## src/rtl/audio_clkgen.sv

```systemverilog
module audio_clkgen #(
  parameter int W = 8
) (
  input  logic         clk,
  input  logic         rst_n,
  input  logic         en,
  input  logic [W-1:0] num_x,
  input  logic [W-1:0] den_y,
  input  logic [W-1:0] bdiv_n,
  output logic         mclk_o,
  output logic         bclk_o,
  output logic         mclk_stb,
  output logic         bclk_stb,
  output logic         cfg_err
);

  logic [W-1:0] acc;
  logic [W-1:0] tcnt;
  logic [W:0]   sum;
  logic         tick;
  logic         wrap;
  logic         run;

  assign cfg_err = (num_x == '0) || (den_y == '0) || (num_x > den_y);
  assign run     = en && !cfg_err;
  assign sum     = {1'b0, acc} + {1'b0, num_x};
  assign tick    = sum >= {1'b0, den_y};
  assign wrap    = tcnt == bdiv_n;

  always_ff @(posedge clk or negedge rst_n) begin
    if (!rst_n) begin
      acc      <= '0;
      tcnt     <= '0;
      mclk_o   <= 1'b0;
      bclk_o   <= 1'b0;
      mclk_stb <= 1'b0;
      bclk_stb <= 1'b0;
    end else if (!run) begin
      acc      <= '0;
      tcnt     <= '0;
      mclk_o   <= 1'b0;
      bclk_o   <= 1'b0;
      mclk_stb <= 1'b0;
      bclk_stb <= 1'b0;
    end else begin
      acc      <= tick ? W'(sum - {1'b0, den_y}) : sum[W-1:0];
      mclk_stb <= tick && !mclk_o;
      bclk_stb <= tick && wrap && !bclk_o;
      if (tick) begin
        mclk_o <= !mclk_o;
        if (wrap) begin
          tcnt   <= '0;
          bclk_o <= !bclk_o;
        end else begin
          tcnt <= tcnt + 1'b1;
        end
      end
    end
  end

endmodule

```

## config.mk

```make
export PLATFORM = sky130hd
export DESIGN_NAME = audio_clkgen
export DESIGN_NICKNAME = d
export VERILOG_FILES = /design/src/rtl/audio_clkgen.sv
export SDC_FILE = /design/constraint.sdc
export NUM_CORES = 1
export LEC_CHECK = 0
export ABC_AREA = 0
export BUFFER_PORTS_ARGS = -buffer_cell sky130_fd_sc_hd__buf_2
export CAP_MARGIN = 20
export CORE_MARGIN = 4
export CORE_UTILIZATION = 40
export DETAILED_ROUTE_END_ITERATION = 12
export GPL_TIMING_DRIVEN = 0
export PLACE_DENSITY = 0.61
export SYNTH_ARGS = -nofsm -noshare
export SYNTH_HDL_FRONTEND = slang
export SYNTH_SLANG_ARGS = --single-unit
```

## constraint.sdc

```tcl
create_clock -name clk -period 4.35 [get_ports clk]
set_clock_uncertainty 0.2 [all_clocks]
set_input_delay 0 -clock clk [delete_from_list [all_inputs] [get_ports clk]]
set_output_delay 0 -clock clk [all_outputs]
set_load 0.01 [all_outputs]
```

==> reports/summary.md, run 1 <==
The run finished with clean final reports. Once layout is done, the placed cells without fillers occupy 2228 um^2. Setup repair after global routing left no endpoint under its margin. The average cell area after synthesis works out to 8.624 um^2.

STA puts the critical path data required time at 4280 ps. Counting distinct cell types in the post-synthesis netlist gives 43. The total count of max-transition violations in the final report is 0, and the biggest fanout along the worst timing path is 7. TritonCTS built the clock tree. Setup violations remaining at the end of the flow were counted as 0. For the number of iterations in the first detailed-routing pass, the log shows 4. The number of post-CTS setup repair buffers came out at 0. The critical path capture point type was a register. The number of levels in the clock H-tree was 1; the slew at the pin closest to its max-slew limit was 810.0 ps. The remaining antenna violation count after routing is 0, and the timing-limited maximum frequency is 248.4 MHz.

The register-to-register path setup slack is 320 ps, and the count of standard-cell rows is 24. For the final count of hold timing violations, the log shows 0. Clock latency on the worst-skew pair, taken at its later pin, is 260 ps. The number of nets in the finished design is 316, and the power per unit of standard cell area is 644.5 nW/um^2.

Along the worst hold path, the cell count comes to 5. The tree is rooted in a sky130_fd_sc_hd__clkbuf_8. The final worst-path cycle share is 0.9255, and the post-layout minimum cycle time is 4026 ps. By startpoint and endpoint, the worst setup path is classified as register to register.

For the final estimated routing congestion in global placement, the log shows 0.7702. Static leakage: 1.060 nW. For the maximum root-to-sink buffer count, the log shows 2. Quantity of gates resized following cts: 0.

The number of antenna diodes in the final layout is 0. The tools report the pin count of the biggest net entering global routing as 21. The fraction of layout cells with a size suffix above 1 was 0.1839. Clock tree synthesis found a total of 20 sinks. The share of flip-flops with an asynchronous set or reset was 1.000.

In the final timing run, aggregate negative setup slack is 0 ps. The run gives 253.8 uV as the worst ir drop on vdd. The run gives 0.4947 as the post-layout utilization of the core. The logs give 1923 um^2 for the netlist area before placement and 0.2602 for the sequential-to-total area share from yosys stat. The logs give 0 for the number of antenna violations at the first check in global routing and 3 for the CTS buffer count. The worst min-delay path class is input pin to register. The instance area at placement came out at 2143 um^2. For this run the aggregate overflow at the end of global routing stands at 0. The count of cells along the worst register-to-register path was 12.

The floorplan step defined a core boundary enclosing 4504 um^2. After clock tree synthesis, the clock-pin slew on the worst setup and hold paths is 80 ps. In the final routed layout, each cell accounts on average for 14.96 um. During synthesis, Yosys emitted a total of 0 warnings. The run gives 0 as the max-capacitance violation count. For the first-pass GRT wire length, the log shows 8.135 mm. The worst max-slew margin expressed relative to the limit came out at 0.4554. Counting every instance in the synthesized netlist gives 223.

The die is 77.34 um tall. Summing over every cut layer, the via total after detailed routing is 1,785. For this run, design rule violations remaining after detail routing come to 0.

The global-route total usage across every layer is 0.1655. The most used flip-flop cell after synthesis was sky130_fd_sc_hd__dfrtp_1. The synthesized design contains 0 enable-type register cells. The top cell types in the final layout, fill and taps aside, are 33 x sky130_fd_sc_hd__buf_2, 25 x sky130_fd_sc_hd__ha_1, 21 x sky130_fd_sc_hd__nor2_1, 21 x sky130_fd_sc_hd__a21oi_1, 20 x sky130_fd_sc_hd__dfrtp_1.

The data arrival time of the worst path was 3960 ps; the number of placed I/O pins was 32. The die outline area came out at 5981 um^2. Counting flops and latches in the post-synthesis netlist gives 20.

From left edge to right edge, the die measures 77.34 um. The relative area change from synthesis to final layout was 15.88%. The library cell used most frequently in the layout, excluding fill and tap cells, is sky130_fd_sc_hd__buf_2. Dividing the detail-routed via count by the number of cells gives 5.703.

Number of global-route vias before repair: 1,788. Initial core utilization: 0.4269. The element type at the critical path start is a register. After legalization and detailed placement, the total HPWL measured 3.700 mm. The quantity of I/O buffers inserted on ports works out to 31. Total length of routed wires: 4.684 mm.

The post-synth net total is 277, and the number of design-rule violations left by the first detailed-router iteration is 30.
[report_power, final]
part           leakage, nW  internal (W)  total [W]  switching [W]
Combinational        0.758      0.000436    0.00103       0.000596
Clock               0.0288     0.0000806   0.000148      0.0000675
Sequential           0.273      0.000231   0.000257      0.0000259
[per-stage QoR]
stage               total power [W]  setup slack (ps)  std cells  hold WS [ps]
detailed placement         0.001285             373.2        306        -206.6
global route               0.001593             35.97        313         63.99
finish                     0.001436             324.3        313        0.7614
CTS                        0.001439             355.6        313         10.20
floorplan                  0.001058             850.7        223        -495.6
global placement           0.001276             372.6        306        -201.1
[cell usage after synthesis (2+ instances only)]
master,number,share of area
sky130_fd_sc_hd__ha_1,25,0.16
sky130_fd_sc_hd__nand4_1,7,0.023
sky130_fd_sc_hd__nand2_1,13,0.025
sky130_fd_sc_hd__nor3_1,3,0.0078
sky130_fd_sc_hd__nor2b_1,3,0.0098
sky130_fd_sc_hd__a21o_1,5,0.020
sky130_fd_sc_hd__and3_1,2,0.0065
sky130_fd_sc_hd__nor4_1,6,0.020
sky130_fd_sc_hd__or3b_1,4,0.018
sky130_fd_sc_hd__o21ai_0,16,0.042
sky130_fd_sc_hd__fa_1,2,0.021
sky130_fd_sc_hd__o211a_1,2,0.010
sky130_fd_sc_hd__o31ai_1,3,0.012
sky130_fd_sc_hd__or2_2,3,0.0098
sky130_fd_sc_hd__and2_1,2,0.0065
sky130_fd_sc_hd__inv_1,10,0.020
sky130_fd_sc_hd__o31a_1,2,0.0091
sky130_fd_sc_hd__xnor2_1,11,0.050
sky130_fd_sc_hd__buf_2,2,0.0052
sky130_fd_sc_hd__nor2_1,21,0.041
sky130_fd_sc_hd__a211oi_1,6,0.023
sky130_fd_sc_hd__dfrtp_1,20,0.26
sky130_fd_sc_hd__a21oi_1,21,0.055
sky130_fd_sc_hd__or3_1,4,0.013
sky130_fd_sc_hd__xor2_1,2,0.0091
sky130_fd_sc_hd__clkbuf_1,2,0.0039
sky130_fd_sc_hd__nand3_1,4,0.010
sky130_fd_sc_hd__o21a_1,5,0.020
sky130_fd_sc_hd__nor4b_1,2,0.0091
sky130_fd_sc_hd__o21ai_1,2,0.0052
[layout make-up]
| type | instances | area [um^2] |
|---|---|---|
| fill | 461 | 2276 |
| multi-input combinational | 189 | 1368 |
| sequential | 20 | 500.5 |
| timing repair buffer | 34 | 185.2 |
| tap | 52 | 65.06 |
| clock buffer | 4 | 55.05 |
| inverter | 10 | 37.54 |
| buffer | 4 | 17.52 |
[worst paths after layout]
| path | from | endpoint |
|---|---|---|
| max | acc[0] | tcnt[0] |
| min | bdiv_n[4] | bclk_stb |
| max reg2reg | acc[0] | tcnt[0] |
| min reg2reg | bclk_o | bclk_stb |
| max in group asynchronous | rst_n | acc[3] |
| min in group asynchronous | rst_n | mclk_stb |
[what timing repair did]
action                                  CTS  global route
hold buffers                              3             0
endpoints found under the hold margin    22             0
endpoints found under the setup margin    0             0
[critical path, cell delays in order, from the launching register on]
cell and delay (ps):
sky130_fd_sc_hd__dfrtp_1 370, sky130_fd_sc_hd__ha_1 210, sky130_fd_sc_hd__fa_1 440, sky130_fd_sc_hd__a211oi_2 250, sky130_fd_sc_hd__o21ai_1 130, sky130_fd_sc_hd__o211a_1 160
sky130_fd_sc_hd__a21oi_1 210, sky130_fd_sc_hd__ha_1 350, sky130_fd_sc_hd__a2111oi_4 370, sky130_fd_sc_hd__a21oi_2 150, sky130_fd_sc_hd__o31ai_1 740, sky130_fd_sc_hd__mux2_4 280
sky130_fd_sc_hd__nor2_2 30
[cells by family (layout without fill, tap and decap cells)]
logic type / count (synthesis) / count (layout) / share of synthesized area
XOR/XNOR: 13 / 13 / 0.05921
AND/OR/NAND/NOR: 78 / 78 / 0.2167
flip-flops: 20 / 20 / 0.2602
AO/OA/AOI/OAI: 69 / 69 / 0.2381
multiplexers: 2 / 2 / 0.01366
buffers and inverters: 14 / 52 / 0.02863
adder cells (fa/ha/maj): 27 / 27 / 0.1835
[registers in the layout (all words and copies together) (netlist names)]
name,cells
mclk_o,1
acc,8
bclk_stb,1
tcnt,8
bclk_o,1
mclk_stb,1
[metal layers]
metal	GRT usage	routed length [um]
met1	0.2179	2261
met4	0.05516	84
met3	0.02431	187
met2	0.2789	2151
met5	0	0
(Power assumes the default switching activity.)
==> run 2, diff against run 1 <==
--- a/config.mk
+++ b/config.mk
@@ -9,10 +9,10 @@
 export BUFFER_PORTS_ARGS = -buffer_cell sky130_fd_sc_hd__buf_2
 export CAP_MARGIN = 20
 export CORE_MARGIN = 4
-export CORE_UTILIZATION = 40
+export CORE_UTILIZATION = 56
 export DETAILED_ROUTE_END_ITERATION = 12
 export GPL_TIMING_DRIVEN = 0
-export PLACE_DENSITY = 0.61
+export PLACE_DENSITY = 0.8
 export SYNTH_ARGS = -nofsm -noshare
 export SYNTH_HDL_FRONTEND = slang
 export SYNTH_SLANG_ARGS = --single-unit
==> run 2 against run 1 <==
Net effect: die area is 26% lower; critical path depth unchanged; fmax is 3.0% higher; register-to-register slack better by 120 ps; non-clock buffer count grew 4.
==> reports/summary.md, run 2 (synthesized netlist as in run 1, its figures left out) <==
The quantity of I/O buffers inserted on ports is 31 (unchanged). The cell count after placement is 300 (was 306), and the wire length per cell is 14.39 um (was 14.96 um). The logs give 320 (was 316) for the number of nets in the finished design and 1.064 nW (was 1.060 nW) for the static leakage. The chip height came out at 66.60 um (was 77.34 um). The tools report the end of the critical path as tcnt[0] (unchanged). The quantity of gates resized following cts was 0 (unchanged); the buffers plus inverters on the worst setup path was 0 (unchanged).

The critical path capture point type is a register (unchanged). Slowest cell on the critical path: sky130_fd_sc_hd__o31ai_1 (unchanged). Longest individual stage delay on the worst path: 670 ps (was 740 ps).

The pin count of the biggest net entering global routing came out at 21 (unchanged). The final estimated routing congestion in global placement was 0.8591 (was 0.7702). The count of standard-cell rows was 21 (was 24); the final worst-path cycle share was 0.8989 (was 0.9255).

The run gives 0 (unchanged) as the number of antenna violations at the first check in global routing. Leading cell type in the layout, fill and taps excluded: sky130_fd_sc_hd__buf_2 (unchanged). The count of cell instances traversed by the critical path works out to 12 (unchanged). The power per unit of standard cell area came out at 614.2 nW/um^2 (was 644.5 nW/um^2). The biggest fanout along the worst timing path was 7 (unchanged); the average via count per standard cell was 5.785 (was 5.703). Number of iterations in the first detailed-routing pass: 4 (unchanged). Number of levels in the clock H-tree: 1 (unchanged).

The post-layout minimum cycle time was 3910 ps (was 4026 ps); the relative area change from synthesis to final layout was 16.59% (was 15.88%). The run gives 2 (unchanged) as the maximum root-to-sink buffer count. The tools report the final setup violation count as 0 (unchanged).

The category of the most critical setup path is register to register (unchanged). The final cell area excluding filler cells is 2242 um^2 (was 2228 um^2). Count of cells along the worst register-to-register path: 12 (unchanged). Global-route total usage across every layer: 0.2174 (was 0.1655).

The final count of hold timing violations was 0 (unchanged); the fraction of layout cells with a size suffix above 1 was 0.1811 (was 0.1839). The max-capacitance violation count came out at 0 (unchanged). Setup repair after global routing left no endpoint under its margin. The number of diodes added for antenna fixing came out at 0 (unchanged). The number of design-rule violations left by the first detailed-router iteration is 58 (was 30).

Series of cell instances along the critical path: ha_1 > fa_1 > a211oi_2 > o21ai_1 > o211a_1 > a21oi_1 > ha_1 > a2111oi_4 > a21oi_2 > o31ai_1 > mux2_4 > nor2_2 (unchanged). The floorplan die width is 66.60 um (was 77.34 um). The total length of routed wires was 4.476 mm (was 4.684 mm); the number of global-route vias before repair was 1,748 (was 1,788).

Largest registers: acc x8, tcnt x8 (unchanged). The overflow left after global routing is 0 (unchanged). The post-CTS clock slew at the launch and capture registers of the worst setup and hold paths is 110 ps (was 80 ps), and the timing-limited maximum frequency is 255.8 MHz (was 248.4 MHz). The family with the most delay on the worst path was compound AO/OA/AOI/OAI gates (unchanged). The cell at the root of the clock tree is sky130_fd_sc_hd__clkbuf_4 (was sky130_fd_sc_hd__clkbuf_8).

The data arrival time of the worst path was 3890 ps (was 3960 ps); the slack of the critical path was 439.9 ps (was 324.3 ps). The initial core utilization is 0.5763 (was 0.4269). Leading cell types in the layout, fill and taps excluded: 33 x sky130_fd_sc_hd__buf_2, 25 x sky130_fd_sc_hd__ha_1, 21 x sky130_fd_sc_hd__nor2_1, 21 x sky130_fd_sc_hd__a21oi_1, 20 x sky130_fd_sc_hd__dfrtp_1 (unchanged).

The tools report the launch instance of the worst register-to-register path as acc[0] (unchanged). The filler-free cell count of the finished design was 311 (was 313); the total power consumption of the routed design was 0.001377 W (was 0.001436 W). The tools report the clock network latency to the later pin of the worst-skew pair as 290 ps (was 260 ps). Slew at the pin closest to its max-slew limit: 947.4 ps (was 810.0 ps).

For the area used by multi-input combinational logic, the log shows 1368 um^2 (unchanged). The startpoint of the worst setup timing path is acc[0] (unchanged). For the core outline area, the log shows 3337 um^2 (was 4504 um^2). The library cell appearing most often on the critical path was sky130_fd_sc_hd__ha_1 (unchanged).

CTS sink count: 20 (unchanged). Endpoint of the lowest-slack register-to-register path: tcnt[0] (unchanged). The die outline area is 4436 um^2 (was 5981 um^2). The register-to-register path setup slack was 440 ps (was 320 ps). TritonCTS built the clock tree.

Element type at the critical path start: a register (unchanged). The run gives 0 (unchanged) as the remaining routing DRC violations. The worst slack after detailed placement was 496.5 ps (was 373.2 ps). The logs give 296 (was 461) for the number of filler instances in the final layout and 4330 ps (was 4280 ps) for the critical path required time. Worst max-slew margin expressed relative to the limit: 0.3663 (was 0.4554). The total count of max-transition violations in the final report is 0 (unchanged).

The tools report the sum of negative setup slack as 0 ps (unchanged). The worst min-delay path class was input pin to register (unchanged). The CTS buffer count came out at 3 (unchanged). Total via count after detailed routing: 1,799 (was 1,785). The logs give 7.417 mm (was 8.135 mm) for the first-pass GRT wire length and 3.518 mm (was 3.700 mm) for the half-perimeter wire length after placement. The instance area at placement was 2136 um^2 (was 2143 um^2). The number of placed I/O pins came out at 32 (unchanged). The run gives 325.1 uV (was 253.8 uV) as the worst ir drop on vdd. The remaining antenna violation count after routing came out at 0 (unchanged). The flow ran to the end, and the final reports show no timing, DRC or antenna violations. Area of all sequential standard cells: 500.5 um^2 (unchanged).
run 2: timing repair:
action                    4_1_cts  5_1_grt
buffers inserted                0        0
hold endpoints to repair       23        0
hold buffers                    7        0
run 2: how the worst min path moves through the flow:
| stage | startpoint | to | depth (start not counted) |
|---|---|---|---|
| 4_1_cts | num_x[0] | acc[0] | 4 |
| 5_1_grt | num_x[0] | acc[0] | 4 |
| 2_1_floorplan | rst_n | acc[0] | 0 |
| 3_5_place_dp | rst_n | acc[6] | 1 |
| 3_3_place_gp | rst_n | acc[6] | 1 |
| 6_report | num_x[0] | acc[0] | 4 |
run 2: power breakdown:
part           leakage [nW]  switching (W)  internal (W)
registers             0.273      0.0000269      0.000231
logic                 0.770       0.000576      0.000438
clock network        0.0210      0.0000551     0.0000509
total                  1.06       0.000658      0.000719
run 2: worst min-delay path: stages:
cell	delay, ps
sky130_fd_sc_hd__buf_2	100
sky130_fd_sc_hd__ha_1	240
sky130_fd_sc_hd__nor2_1	100
sky130_fd_sc_hd__a211oi_1	50
run 2: through the flow:
step / hold slack, ps / util
CTS: 25.15 / 0.6719
global route: 66.41 / 0.6719
detailed placement: -220.6 / 0.6400
finish: 35.32 / 0.6719
global placement: -223.3 / 0.6400
floorplan: -495.6 / -
run 2: per-layer routing:
metal / share of wire / wire (um) / track usage / vias to the layer above
li1: - / - / - / 923
met1: 0.46 / 2054 / 0.2676 / 837
met2: 0.50 / 2220 / 0.4097 / 37
met3: 0.038 / 170 / 0.01518 / 2
met4: 0.0065 / 29 / 0.04569 / 0
met5: 0 / 0 / 0 / -
run 2: cell type report:
type	count	area share
buffer	4	0.007813
clock buffer	4	0.01618
sequential	20	0.2232
timing repair buffer	38	0.1004
inverter	10	0.01674
multi-input combinational	189	0.6099
tap	46	0.02567
==> run 3, diff against run 2 <==
==> constraint.sdc (replaced) <==
create_clock -name clk -period 4.35 [get_ports clk]
set_clock_uncertainty 0.2 [all_clocks]
set_input_delay 0.6525 -clock clk [delete_from_list [all_inputs] [get_ports clk]]
set_output_delay 0.6525 -clock clk [all_outputs]
set_load 0.01 [all_outputs]
==> run 3 against run 2 <==
Net effect: sequential cell count is the same; critical path depth grew 1; sequential share of layout area grew 0.72 points; critical path type is now input pin to register; critical endpoint unchanged.
==> reports/summary.md, run 3 (synthesized netlist as in run 1, its figures left out) <==
The flow ran to the end, and the final reports show no timing, DRC or antenna violations. The number of placed I/O pins is 32 (unchanged), and the instance area at placement is 2136 um^2 (unchanged). The post-CTS clock slew at the launch and capture registers of the worst setup and hold paths is 110 ps (about the same), and the max-capacitance violation count is 0 (unchanged).

Series of cell instances along the critical path: buf_2 > ha_1 > fa_1 > a211oi_2 > o21ai_1 > o211a_1 > a21oi_1 > ha_1 > a2111oi_4 > a21oi_2 > o31ai_1 > mux2_4 > nor2_2 (was ha_1 > fa_1 > a211oi_2 > o21ai_1 > o211a_1 > a21oi_1 > ha_1 > a2111oi_4 > a21oi_2 > o31ai_1 > mux2_4 > nor2_2). The tools report the launch instance of the worst register-to-register path as acc[0] (unchanged). For the core outline area, the log shows 3337 um^2 (unchanged). The number of iterations in the first detailed-routing pass is 4 (unchanged). The number of post-CTS setup repair buffers is 0 (unchanged). The total power consumption of the routed design was 0.001370 W (was 0.001377 W); the worst ir drop on vdd was 323.8 uV (was 325.1 uV). The count of cells along the worst register-to-register path is 12 (unchanged), and the power per unit of standard cell area is 630.9 nW/um^2 (was 614.2 nW/um^2). The number of nets in the finished design was 313 (was 320); the first-pass GRT wire length was 7.169 mm (was 7.417 mm). For the number of levels in the clock H-tree, the log shows 1 (unchanged). Critical path capture point type: a register (unchanged). Number of filler instances in the final layout: 299 (was 296). The average via count per standard cell came out at 5.799 (was 5.785). The die outline area came out at 4436 um^2 (unchanged). The clock network latency to the later pin of the worst-skew pair is 290 ps (about the same), and the half-perimeter wire length after placement is 3.518 mm (unchanged). The data arrival time of the worst path came out at 3990 ps (was 3890 ps). The tools report the cell at the root of the clock tree as sky130_fd_sc_hd__clkbuf_4 (unchanged). The total via count after detailed routing was 1,763 (was 1,799); the final worst-path cycle share was 0.9219 (was 0.8989).

The total met2 wirelength after detailed routing was 2.076 mm (was 2.220 mm); the floorplan die width was 66.60 um (unchanged). The quantity of I/O buffers inserted on ports is 31 (unchanged), and the longest individual stage delay on the worst path is 660 ps (was 670 ps). The number of diodes added for antenna fixing is 0 (unchanged). The fraction of layout cells with a size suffix above 1 was 0.1860 (was 0.1811); the final count of hold timing violations was 0 (unchanged). Setup repair after global routing left no endpoint under its margin. The run gives 0 (unchanged) as the final setup violation count. The worst max-slew margin expressed relative to the limit was 0.5252 (was 0.3663); the number of antenna violations at the first check in global routing was 0 (unchanged).

The quantity of gates resized following cts is 0 (unchanged), and the relative area change from synthesis to final layout is 12.95% (was 16.59%). The slew at the pin closest to its max-slew limit was 706.2 ps (was 947.4 ps); the wire length per cell was 14.22 um (was 14.39 um). The static leakage is 1.040 nW (was 1.064 nW), and the chip height is 66.60 um (unchanged). The tools report the total length of routed wires as 4.322 mm (was 4.476 mm). The run gives 21 (unchanged) as the count of standard-cell rows. The run gives 0 (unchanged) as the remaining routing DRC violations. Largest registers: acc x8, tcnt x8 (unchanged). The logs give 1.975 mm (was 2.054 mm) for the wire length on met1 and 0 (unchanged) for the overflow left after global routing. CTS sink count: 20 (unchanged).

Initial core utilization: 0.5763 (unchanged). Slowest cell on the critical path: sky130_fd_sc_hd__o31ai_1 (unchanged). Library cell appearing most often on the critical path: sky130_fd_sc_hd__ha_1 (unchanged). The area used by multi-input combinational logic came out at 1368 um^2 (unchanged). TritonCTS built the clock tree.

The worst min-delay path class is input pin to async pin (was input pin to register). The logs give 3 (unchanged) for the CTS buffer count and 2172 um^2 (was 2242 um^2) for the final cell area excluding filler cells. The tools report the final estimated routing congestion in global placement as 0.8591 (unchanged). The leading cell type in the layout, fill and taps excluded is sky130_fd_sc_hd__buf_2 (unchanged).

The maximum root-to-sink buffer count was 2 (unchanged). The category of the most critical setup path is input pin to register (was register to register). Endpoint of the lowest-slack register-to-register path: tcnt[0] (unchanged). The logs give 450 ps (was 440 ps) for the register-to-register path setup slack and 0 (unchanged) for the remaining antenna violation count after routing. Leading cell types in the layout, fill and taps excluded: 33 x sky130_fd_sc_hd__buf_2, 25 x sky130_fd_sc_hd__ha_1, 21 x sky130_fd_sc_hd__nor2_1, 21 x sky130_fd_sc_hd__a21oi_1, 20 x sky130_fd_sc_hd__dfrtp_1 (unchanged). The number of global-route vias before repair is 1,692 (was 1,748). The tools report the timing-limited maximum frequency as 249.4 MHz (was 255.8 MHz). The area of all sequential standard cells came out at 500.5 um^2 (unchanged). The total count of max-transition violations in the final report was 0 (unchanged).

The element type at the critical path start is an input pin (was a register). The sum of negative setup slack was 0 ps (unchanged); the pin count of the biggest net entering global routing was 21 (unchanged). For the number of design-rule violations left by the first detailed-router iteration, the log shows 58 (unchanged). The logs give 0.2096 (was 0.2174) for the global-route total usage across every layer and 4330 ps (about the same) for the critical path required time. The hold buffer count at cts came out at 0 (was 7). The highest routed metal layer is met4 (unchanged). The biggest fanout along the worst timing path was 7 (unchanged); the post-layout minimum cycle time was 4010 ps (was 3910 ps).

For the met3 layer wire length in the routed design, the log shows 241 um (was 170 um).
==> run 3: worst max-delay path by stage <==
stage,start,endpoint,depth (start not counted)
final,num_x[0],tcnt[0],13
after global routing,num_x[0],tcnt[3],14
after floorplan,num_x[0],tcnt[0],13
after global placement,num_x[0],tcnt[0],13
after CTS,num_x[0],tcnt[0],13
after detailed placement,num_x[0],tcnt[0],13
==> run 3: where the power goes <==
part           total [W]  switching, W  internal (W)
clock network   0.000107     0.0000557     0.0000509
registers       0.000257     0.0000266      0.000231
logic            0.00101      0.000572      0.000434
==> run 3: worst max-delay path: cells and delay by family <==
kind	cells	cell delay, ps
AOI/OAI and AO/OA	7	1880
adders and majority gates	3	1020
muxes	1	280
buffers and inverters	1	120
and+or+nand+nor	1	30
==> run 3: final cells by class <==
class | instances | share of cell area
plain buffers | 4 | 0.008065
inverters | 10 | 0.01728
clock buffers | 4 | 0.01671
flip-flops and latches | 20 | 0.2304
multi-input cells | 189 | 0.6296
well taps | 46 | 0.02650
repair buffers | 31 | 0.07143
==> run 3: metal layers <==
| layer | GRT usage | vias to the layer above |
|---|---|---|
| met4 | 0.04569 | 0 |
| met3 | 0.01518 | 2 |
| met1 | 0.2623 | 804 |
| li1 | - | 910 |
| met5 | 0 | - |
| met2 | 0.3886 | 47 |
==> run 3: through the flow <==
step,cells,utilization,setup slack (ps),hold slack [ps]
2_1_floorplan,223,-,533.9,156.9
4_1_cts,304,0.6509,373.5,99.96
3_3_place_gp,300,0.6400,69.15,278.4
6_report,304,0.6509,339.6,94.91
3_5_place_dp,300,0.6400,52.20,275.9
5_1_grt,304,0.6509,148.5,108.1
